File: src/rtl/rre_pkg.sv
package rre_pkg;
    localparam int PTR_W     = 16;
    localparam int HDR_BYTES = 6;

    typedef enum logic [2:0] {
        ST_IDLE,
        ST_HDR,
        ST_EVAL,
        ST_PAY,
        ST_FIN
    } rre_state_e;

    typedef struct packed {
        logic [PTR_W-1:0] status;
        logic [PTR_W-1:0] len;
        logic [PTR_W-1:0] nxt;
    } rre_hdr_t;
endpackage

File: src/rtl/rre_hdr_check.sv
module rre_hdr_check
    import rre_pkg::*;
#(
    parameter logic [PTR_W-1:0] MAX_LEN  = 16'd1518,
    parameter logic [PTR_W-1:0] TX_START = 16'h1A00
) (
    input  logic [HDR_BYTES-1:0][7:0] raw,
    output rre_hdr_t                  hdr,
    output logic                      deliver
);
    // header fields are stored low byte first
    always_comb begin
        hdr.nxt    = {raw[1], raw[0]};
        hdr.len    = {raw[3], raw[2]};
        hdr.status = {raw[5], raw[4]};
    end

    // accept only a non-empty, bounded frame marked good whose successor stays in the ring
    always_comb begin
        deliver = (hdr.len != '0) && (hdr.len <= MAX_LEN) &&
                  hdr.status[7] && (hdr.nxt < TX_START);
    end

    logic unused_status;
    assign unused_status = ^{hdr.status[15:8], hdr.status[6:0]};
endmodule

File: src/rtl/rre_rel_calc.sv
module rre_rel_calc
    import rre_pkg::*;
#(
    parameter logic [PTR_W-1:0] RING_START = 16'h0000,
    parameter logic [PTR_W-1:0] RING_END   = 16'h19FF
) (
    input  logic [PTR_W-1:0] nxt,
    output logic [PTR_W-1:0] rel
);
    localparam logic [PTR_W-1:0] SPAN = RING_END - RING_START;

    logic [PTR_W-1:0] minus_one_d;
    logic [PTR_W-1:0] offset_d;

    // one unsigned range test covers both "below start" (after wrap) and "above end"
    always_comb begin
        minus_one_d = nxt - 16'd1;
        offset_d    = minus_one_d - RING_START;
        rel         = (offset_d > SPAN) ? RING_END : minus_one_d;
    end
endmodule

File: src/rtl/rre_rx_watchdog.sv
module rre_rx_watchdog #(
    parameter int POLLS = 1000
) (
    input  logic clk,
    input  logic rst_n,
    input  logic drop,
    input  logic poll,
    output logic hold,
    output logic reen
);
    localparam int CW = $clog2(POLLS + 1);

    typedef struct packed {
        logic          hold;
        logic [CW-1:0] cnt;
        logic          reen;
    } wd_t;

    wd_t wd_d, wd_q;

    always_comb begin
        wd_d      = wd_q;
        wd_d.reen = 1'b0;
        if (drop && !wd_q.hold) begin
            wd_d.hold = 1'b1;
            wd_d.cnt  = CW'(POLLS);
        end else if (poll && wd_q.hold) begin
            if (wd_q.cnt != '0) begin
                wd_d.cnt = wd_q.cnt - 1'b1;
            end else begin
                wd_d.hold = 1'b0;
                wd_d.reen = 1'b1;
            end
        end
    end

    always_ff @(posedge clk) begin
        if (!rst_n) begin
            wd_q <= '0;
        end else begin
            wd_q <= wd_d;
        end
    end

    assign hold = wd_q.hold;
    assign reen = wd_q.reen;

    AST_REEN_AFTER_HOLD: assert property (@(posedge clk) disable iff (!rst_n)
        reen |-> ($past(hold) && !hold));

    AST_HOLD_RELOAD_ONLY_IDLE: assert property (@(posedge clk) disable iff (!rst_n)
        (hold && $past(hold) && !$past(poll)) |-> $stable(wd_q.cnt));
endmodule

File: src/rtl/rx_ring_extract.sv
module rx_ring_extract
    import rre_pkg::*;
#(
    parameter int               ADDR_W     = 13,
    parameter int               CNT_W      = 8,
    parameter logic [PTR_W-1:0] RING_START = 16'h0000,
    parameter logic [PTR_W-1:0] RING_END   = 16'h19FF,
    parameter logic [PTR_W-1:0] TX_START   = 16'h1A00,
    parameter logic [PTR_W-1:0] MAX_LEN    = 16'd1518,
    parameter int               WD_POLLS   = 1000
) (
    input  logic              clk,
    input  logic              rst_n,
    input  logic              pkt_add,
    input  logic              poll_tick,
    output logic              ram_rd_en,
    output logic [ADDR_W-1:0] ram_rd_addr,
    input  logic [7:0]        ram_rd_data,
    output logic              out_valid,
    input  logic              out_ready,
    output logic [7:0]        out_data,
    output logic              out_last,
    output logic [PTR_W-1:0]  rd_ptr,
    output logic [PTR_W-1:0]  rel_ptr,
    output logic [CNT_W-1:0]  pkt_cnt,
    output logic              rx_hold,
    output logic              rx_reenable
);
    localparam int HC_W = $clog2(HDR_BYTES + 1);

    typedef struct packed {
        rre_state_e                 st;
        logic [ADDR_W-1:0]          addr;
        logic [HC_W-1:0]            issued;
        logic [HC_W-1:0]            got;
        logic [HDR_BYTES-1:0][7:0]  hdr;
        logic [PTR_W-1:0]           remain;
        logic                       infl;
        logic                       infl_last;
        logic                       out_v;
        logic [7:0]                 out_d;
        logic                       out_l;
        logic                       skid_v;
        logic [7:0]                 skid_d;
        logic                       skid_l;
        logic [PTR_W-1:0]           rd_ptr;
        logic [PTR_W-1:0]           rel_ptr;
        logic [CNT_W-1:0]           pkt_cnt;
    } ctl_t;

    ctl_t r_d, r_q;

    rre_hdr_t         hdr_f;
    logic             deliver;
    logic [PTR_W-1:0] rel_val;
    logic             drop_d;
    logic             rd_en_d;
    logic             retire_d;
    logic             fire;
    logic [1:0]       occ;
    logic [1:0]       occ_after;

    function automatic logic [ADDR_W-1:0] wrap_inc(input logic [ADDR_W-1:0] a);
        if (a == RING_END[ADDR_W-1:0]) begin
            return RING_START[ADDR_W-1:0];
        end
        return a + 1'b1;
    endfunction

    rre_hdr_check #(
        .MAX_LEN  (MAX_LEN),
        .TX_START (TX_START)
    ) u_chk (
        .raw     (r_q.hdr),
        .hdr     (hdr_f),
        .deliver (deliver)
    );

    rre_rel_calc #(
        .RING_START (RING_START),
        .RING_END   (RING_END)
    ) u_rel (
        .nxt (hdr_f.nxt),
        .rel (rel_val)
    );

    rre_rx_watchdog #(
        .POLLS (WD_POLLS)
    ) u_wd (
        .clk   (clk),
        .rst_n (rst_n),
        .drop  (drop_d),
        .poll  (poll_tick),
        .hold  (rx_hold),
        .reen  (rx_reenable)
    );

    always_comb begin
        r_d          = r_q;
        rd_en_d      = 1'b0;
        drop_d       = 1'b0;
        retire_d     = 1'b0;
        r_d.infl_last = 1'b0;
        fire         = r_q.out_v && out_ready;
        occ          = 2'(r_q.out_v) + 2'(r_q.skid_v) + 2'(r_q.infl);
        occ_after    = occ - 2'(fire);

        unique case (r_q.st)
            ST_IDLE: begin
                if (r_q.pkt_cnt != '0) begin
                    r_d.st     = ST_HDR;
                    r_d.addr   = r_q.rd_ptr[ADDR_W-1:0];
                    r_d.issued = '0;
                    r_d.got    = '0;
                end
            end
            ST_HDR: begin
                // header reads issue back to back; bytes land one cycle later
                if (r_q.issued != HC_W'(HDR_BYTES)) begin
                    rd_en_d    = 1'b1;
                    r_d.addr   = wrap_inc(r_q.addr);
                    r_d.issued = r_q.issued + 1'b1;
                end
                if (r_q.infl) begin
                    r_d.hdr[r_q.got] = ram_rd_data;
                    r_d.got          = r_q.got + 1'b1;
                    if (r_q.got == HC_W'(HDR_BYTES - 1)) begin
                        r_d.st = ST_EVAL;
                    end
                end
            end
            ST_EVAL: begin
                if (deliver) begin
                    r_d.remain = hdr_f.len;
                    r_d.st     = ST_PAY;
                end else begin
                    drop_d = 1'b1;
                    r_d.st = ST_FIN;
                end
            end
            ST_PAY: begin
                // keep at most two bytes owned: output, skid and in-flight together
                if ((r_q.remain != '0) && (occ_after < 2'd2)) begin
                    rd_en_d       = 1'b1;
                    r_d.addr      = wrap_inc(r_q.addr);
                    r_d.remain    = r_q.remain - 1'b1;
                    r_d.infl_last = (r_q.remain == 16'd1);
                end
                if (fire || !r_q.out_v) begin
                    if (r_q.skid_v) begin
                        r_d.out_v  = 1'b1;
                        r_d.out_d  = r_q.skid_d;
                        r_d.out_l  = r_q.skid_l;
                        r_d.skid_v = r_q.infl;
                        r_d.skid_d = ram_rd_data;
                        r_d.skid_l = r_q.infl_last;
                    end else begin
                        r_d.out_v = r_q.infl;
                        r_d.out_d = ram_rd_data;
                        r_d.out_l = r_q.infl_last;
                    end
                end else if (r_q.infl) begin
                    r_d.skid_v = 1'b1;
                    r_d.skid_d = ram_rd_data;
                    r_d.skid_l = r_q.infl_last;
                end
                if ((r_q.remain == '0) && !r_q.infl && !r_q.out_v && !r_q.skid_v) begin
                    r_d.st = ST_FIN;
                end
            end
            ST_FIN: begin
                retire_d    = 1'b1;
                r_d.rd_ptr  = hdr_f.nxt;
                r_d.rel_ptr = rel_val;
                r_d.st      = ST_IDLE;
            end
            default: r_d.st = ST_IDLE;
        endcase

        r_d.infl    = rd_en_d;
        r_d.pkt_cnt = r_q.pkt_cnt + CNT_W'(pkt_add) - CNT_W'(retire_d);
    end

    always_ff @(posedge clk) begin
        if (!rst_n) begin
            r_q         <= '0;
            r_q.st      <= ST_IDLE;
            r_q.rel_ptr <= RING_END;
        end else begin
            r_q <= r_d;
        end
    end

    assign ram_rd_en   = rd_en_d;
    assign ram_rd_addr = r_q.addr;
    assign out_valid   = r_q.out_v;
    assign out_data    = r_q.out_d;
    assign out_last    = r_q.out_l;
    assign rd_ptr      = r_q.rd_ptr;
    assign rel_ptr     = r_q.rel_ptr;
    assign pkt_cnt     = r_q.pkt_cnt;

    AST_OUT_HOLD: assert property (@(posedge clk) disable iff (!rst_n)
        (out_valid && !out_ready) |=> (out_valid && $stable(out_data) && $stable(out_last)));

    AST_SKID_NO_OVERFLOW: assert property (@(posedge clk) disable iff (!rst_n)
        (r_q.skid_v && r_q.infl) |-> (!r_q.out_v || out_ready));

    AST_RETIRE_COUNT: assert property (@(posedge clk) disable iff (!rst_n)
        ((r_q.st == ST_FIN) && !pkt_add) |=> (pkt_cnt == $past(pkt_cnt) - CNT_W'(1)));

    AST_REL_IN_RING: assert property (@(posedge clk) disable iff (!rst_n)
        (rel_ptr >= RING_START) && (rel_ptr <= RING_END));

    AST_SILENT_AT_RETIRE: assert property (@(posedge clk) disable iff (!rst_n)
        (r_q.st == ST_FIN) |-> !out_valid);

    AST_WORK_ONLY_PENDING: assert property (@(posedge clk) disable iff (!rst_n)
        ram_rd_en |-> (pkt_cnt != '0));
endmodule

File: config.mk
export PLATFORM = sky130hd
export DESIGN_NAME = rx_ring_extract
export DESIGN_NICKNAME = d
export VERILOG_FILES = /design/src/rtl/rre_pkg.sv /design/src/rtl/rre_hdr_check.sv /design/src/rtl/rre_rel_calc.sv /design/src/rtl/rre_rx_watchdog.sv /design/src/rtl/rx_ring_extract.sv
export SDC_FILE = /design/constraint.sdc
export NUM_CORES = 1
export LEC_CHECK = 0
export BUFFER_PORTS_ARGS = -buffer_cell sky130_fd_sc_hd__buf_2
export CORE_MARGIN = 5
export CORE_UTILIZATION = 64
export DETAILED_ROUTE_END_ITERATION = 8
export PLACE_DENSITY = 0.87
export RECOVER_POWER = 100
export SLEW_MARGIN = 10
export SYNTH_ARGS = -nofsm -noshare
export SYNTH_HDL_FRONTEND = slang
export SYNTH_SLANG_ARGS = --single-unit
export TNS_END_PERCENT = 5
File: constraint.sdc
create_clock -name clk -period 5.35 [get_ports clk]
set_input_delay 0.2675 -clock clk [delete_from_list [all_inputs] [get_ports clk]]
set_output_delay 0.2675 -clock clk [all_outputs]
set_load 0.005 [all_outputs]
* Word level (Yosys, flattened, before mapping)
Cells that the tools add are included.
** Word-level totals
- Flip-flop bits (word level) :: 160
- Input bits :: 13
- Logic and storage cells :: 146
** Operators by class
- $add $sub $neg :: 11
- Magnitude comparators :: 6
- Equality and inequality tests :: 17
- Muxes and demuxes :: 41
- Bitwise logic cells :: 2
- Reduce and logical (&&, ||, !) cells :: 43
** Operators with widths (number)
- $mux W16 :: 4
- $mux W13 :: 4
- $mux W51 :: 1
- $mux W10 :: 5
- $bwmux W48 :: 1
- $pmux W13 S3 :: 1
- $pmux W16 S2 :: 1
- $reduce_bool A16 Y1 :: 2
- $sub A16 B1 Y16 const B :: 2
- $demux W8 S3 :: 1
- $mux W22 :: 1
- $eq A16 B1 Y1 const B :: 1
- $gt A16 B13 Y1 const B :: 1
- $le A16 B11 Y1 const B :: 1
- $logic_not A16 Y1 :: 1
- $lt A16 B13 Y1 const B :: 1
- $ne A2 B2 Y1 const B :: 8
- $reduce_and A3 Y1 :: 5
- $add A13 B1 Y13 const B :: 1
- $eq A13 B13 Y1 const B :: 1
- $mux W1 :: 12
- $mux W12 :: 1
- $mux W3 :: 4
- $pmux W3 S4 :: 1
- other kinds (32) :: 59

* Longest topological paths before layout
- Depth after elaboration :: 10
- Gate-level depth with buffers :: 16
- Mapped depth without buffers :: 14

* By module
A second synthesis with hierarchy kept.
** Unflattened totals
- Cells, all modules :: 1071
- Area total of the unflattened synthesis :: 8818.5 um^2
** Modules (own cells, without submodules)
- rx_ring_extract :: times used 1, cells an instance 870, area an instance 7236.9 um^2
- rre_rx_watchdog :: times used 1, cells an instance 64, area an instance 584.3 um^2
- rre_rel_calc :: times used 1, cells an instance 75, area an instance 518.0 um^2
- rre_hdr_check :: times used 1, cells an instance 62, area an instance 479.2 um^2

* Worst setup path before layout
No wires, ideal clock.
- Path type :: flip-flop to flip-flop
- From :: reg r_q[145] (netlist bit)
- To :: reg r_q (netlist bit pkt_cnt[6])
- Library setup time :: 132 ps
- Arrival :: 2686 ps
- Path slack :: 2532 ps
- Stages on the path, launching flop included :: 17
- Clock period less this slack :: 2818 ps
- Path through :: dfxtp_1 clkbuf_1 nor2_1 nand2_1 inv_2 buf_1 ha_1 inv_1 ha_1 inv_1 fa_1 nand2b_1 a21oi_1 o21ai_0 a21oi_1 o21a_1 nor3_1
** On the way
- Longest elaborated chain between the ends :: 3
** Ends and longest elaborated chain
- from (decl) :: line rx_ring_extract.sv:51 : ctl_t r_d, r_q;
- from (signal assigned) :: line rx_ring_extract.sv:190 : r_q <= r_d;
- $eq A3 B3 Y1 :: line rx_ring_extract.sv:108 : unique case (r_q.st)
- $mux W1 :: line rx_ring_extract.sv:108
- $sub A8 B1 Y8 :: line rx_ring_extract.sv:181 : r_d.pkt_cnt = r_q.pkt_cnt + CNT_W'(pkt_add) - CNT_W'(retire_d);
No other way between the ends.
A chain may end at the register's enable or synchronous reset.

==> flow_summary.json <==
{
  "max_freq_ghz": 0.2572,
  "synth_area_leader_cell": "dfxtp_1",
  "whs_endpoint": "out_valid$_SDFFE_PN0P_",
  "layout_common_cells": "145 x dfxtp_1, 111 x nand2_1, 105 x nor2_1",
  "crit_chain": "buf_2, inv_1, clkbuf_1, a21oi_1, a32o_1",
  "period_share_pct": 72.67,
  "dieWidth_um": 119.5,
  "clockRootBuffer": "clkbuf_16",
  "min_period_ps": 3888,
  "yosys-top-cells-area": "dfxtp_1 38%, mux2i_1 7.0%, buf_4 6.0%",
  "crit_type": "input port to register",
  "r2r_start": "r_q[49]$_SDFFE_PN0P_",
  "hold_ws_ps": 157.2,
  "clk_latency_ps": 420,
  "synthDistinctLibCells": 68,
  "cp_slowest_stage_delay_ps": 2110,
  "numPortBuffers": 78,
  "netlist_area_sq_mm": 0.007671,
  "layout_commonest_cell": "dfxtp_1",
  "worst_setup_path_end_kind": "register",
  "cts.path.max_buffers": 2,
  "hold_viol": 0,
  "viasPerCell": 6.172,
  "holdCritPathClass": "input port to register",
  "dieHeight_um": 119.5,
  "drc": 0,
  "setup_tns_ps": 0,
  "ff2ff_setup_slack_ps": 1510,
  "p_total_mw": 3.211,
  "synthArstFlopShare_pct": 0,
  "gp_congestion": 0.9693,
  "die-area_sq_mm": 0.01428,
  "diodes": 0,
  "slew_headroom_pct": -92.94,
  "drive_above_1_share_pct": 9.861,
  "syn_avg_cell_area_sq_um": 8.257,
  "grt_max_degree": 70,
  "ys_warn_count": 0,
  "outcome": "finished, violations left",
  "ys_ff_latch": 145,
  "clkTransAtPathRegs_ps": 60,
  "wirelength_mm": 18.19,
  "postCtsResizedCells": 0,
  "cts_setup_buffers": 0,
  "drt_iter0_markers": 773,
  "slowest_stage": "clkbuf_1",
  "num_rows": 40,
  "grt_pass1_vias": 6200,
  "cap_violations": 1,
  "setup_viol": 0,
  "first_pass_iters": 6,
  "synth_top_area_share_pct": 37.84,
  "p_leak_nw": 3.052,
  "ir_drop_mv": 0.2667,
  "cts_tree": "done",
  "powerDensity_mw_per_mm2": 396.7,
  "io_pins": 79,
  "syn_inst": 929,
  "crit_fanout": 69,
  "cts_inserted_buffers": 17,
  "finClkSkew_ps": 9.148,
  "cp_data_arrival_time_ps": 4200,
  "grt_pass1_wl_mm": 30.21,
  "syn2layout_area_growth_pct": 5.546,
  "crit_required_ps": 5660,
  "rsz0062_at_grt": "no",
  "drt-wirelength-per-cell_um": 16.84,
  "cts_max_level": 4,
  "slew_violations": 70,
  "synth_fp_nets": 966,
  "ys_seq_area_share_pct": 37.84,
  "reg2reg_depth": 11,
  "antenna_found_initial": 0,
  "violations": "capacitance limit, slew limit",
  "tightestPinTransition_ps": 2894,
  "hold_depth": 4,
  "synth-edff-count": 0,
  "initial_core_util_pct": 64.67,
  "dp_hpwl_mm": 12.41,
  "cp-start-kind": "input port",
  "min_from": "out_ready",
  "timing.rr.end": "r_q[62]$_SDFFE_PN0P_",
  "cts.sinks": 145,
  "ant_nets": 0,
  "cts.hold.buffers_added": 0,
  "ys.flop_type": "dfxtp_1",
  "grt.total_usage_pct": 25.66,
  "overflow": 0,
  "num_vias": 6666,
  "fin_nets": 957,
  "core_sq_mm": 0.01186
}
synthesized netlist by cell type, types with 11 or more instances:
cell / count
dfxtp_1: 145
nand2_1: 111
nor2_1: 105
a21oi_1: 64
buf_4: 61
mux2i_1: 54
clkbuf_1: 42
nor3_1: 35
inv_1: 34
o21ai_0: 32
ha_1: 23
nand3_1: 16
a211oi_1: 15
xnor2_1: 15
nor4_1: 14
xor2_1: 13
o31ai_1: 11
layer usage:
layer  track usage (%)  wire length (um)
met5                 0                 0
met1             34.38              8005
met4             10.16               394
met2             40.82              8431
met3             4.986              1359
cells by family after synthesis:
logic type / share of synthesized area [%]
buffers and inverters: 10.37
XOR/XNOR: 3.197
AO/OA/AOI/OAI: 16.31
multiplexers: 7.340
flip-flops: 37.84
adder cells (fa/ha/maj): 4.012
AND/OR/NAND/NOR: 20.93
worst max-delay path: cells and delay by family:
family,cells,cell delay (ps)
compound gates,2,400
buf+inv,3,3460
cell type report:
| class | count | area (sq um) |
|---|---|---|
| clock buffers | 19 | 452.9 |
| fillers | 948 | 3765 |
| inverters | 36 | 135.1 |
| multi-input cells | 638 | 3945 |
| clock inverters | 13 | 103.9 |
| well taps | 147 | 183.9 |
| flip-flops and latches | 145 | 2903 |
| repair buffers | 82 | 372.9 |
power by group:
group | internal (mW) | switching [mW] | total (mW)
Combinational | 0.335 | 0.516 | 0.851
Clock | 0.625 | 0.479 | 1.10
Sequential | 1.16 | 0.0936 | 1.26
Total | 2.12 | 1.09 | 3.21
worst max path at each step:
stage / slack (ps) / from / to
2_1_floorplan: 2530 / r_q[145]$_SDFFE_PN0P_ / pkt_cnt[6]$_SDFF_PN0_
3_3_place_gp: 2120 / r_q[49]$_SDFFE_PN0P_ / ram_rd_addr[3]$_SDFFE_PN0P_
3_5_place_dp: 2050 / r_q[145]$_SDFFE_PN0P_ / pkt_cnt[6]$_SDFF_PN0_
4_1_cts: 1950 / r_q[49]$_SDFFE_PN0P_ / ram_rd_en
5_1_grt: 1110 / rst_n / r_q[65]$_SDFFE_PN0P_
6_report: 1460 / rst_n / r_q[72]$_SDFFE_PN0P_
per-stage QoR:
stage / cell area [sq um] / utilization [%] / instances / worst slack (ps)
floorplan: 7671 / - / 929 / 2532
global placement: 7615 / 64.20 / 1048 / 2122
detailed placement: 7615 / 64.20 / 1048 / 2048
CTS: 8172 / 68.89 / 1080 / 1952
global route: 8097 / 68.26 / 1080 / 1107
finish: 8097 / 68.26 / 1080 / 1462
No activity file was read; power rests on OpenSTA's default activity.
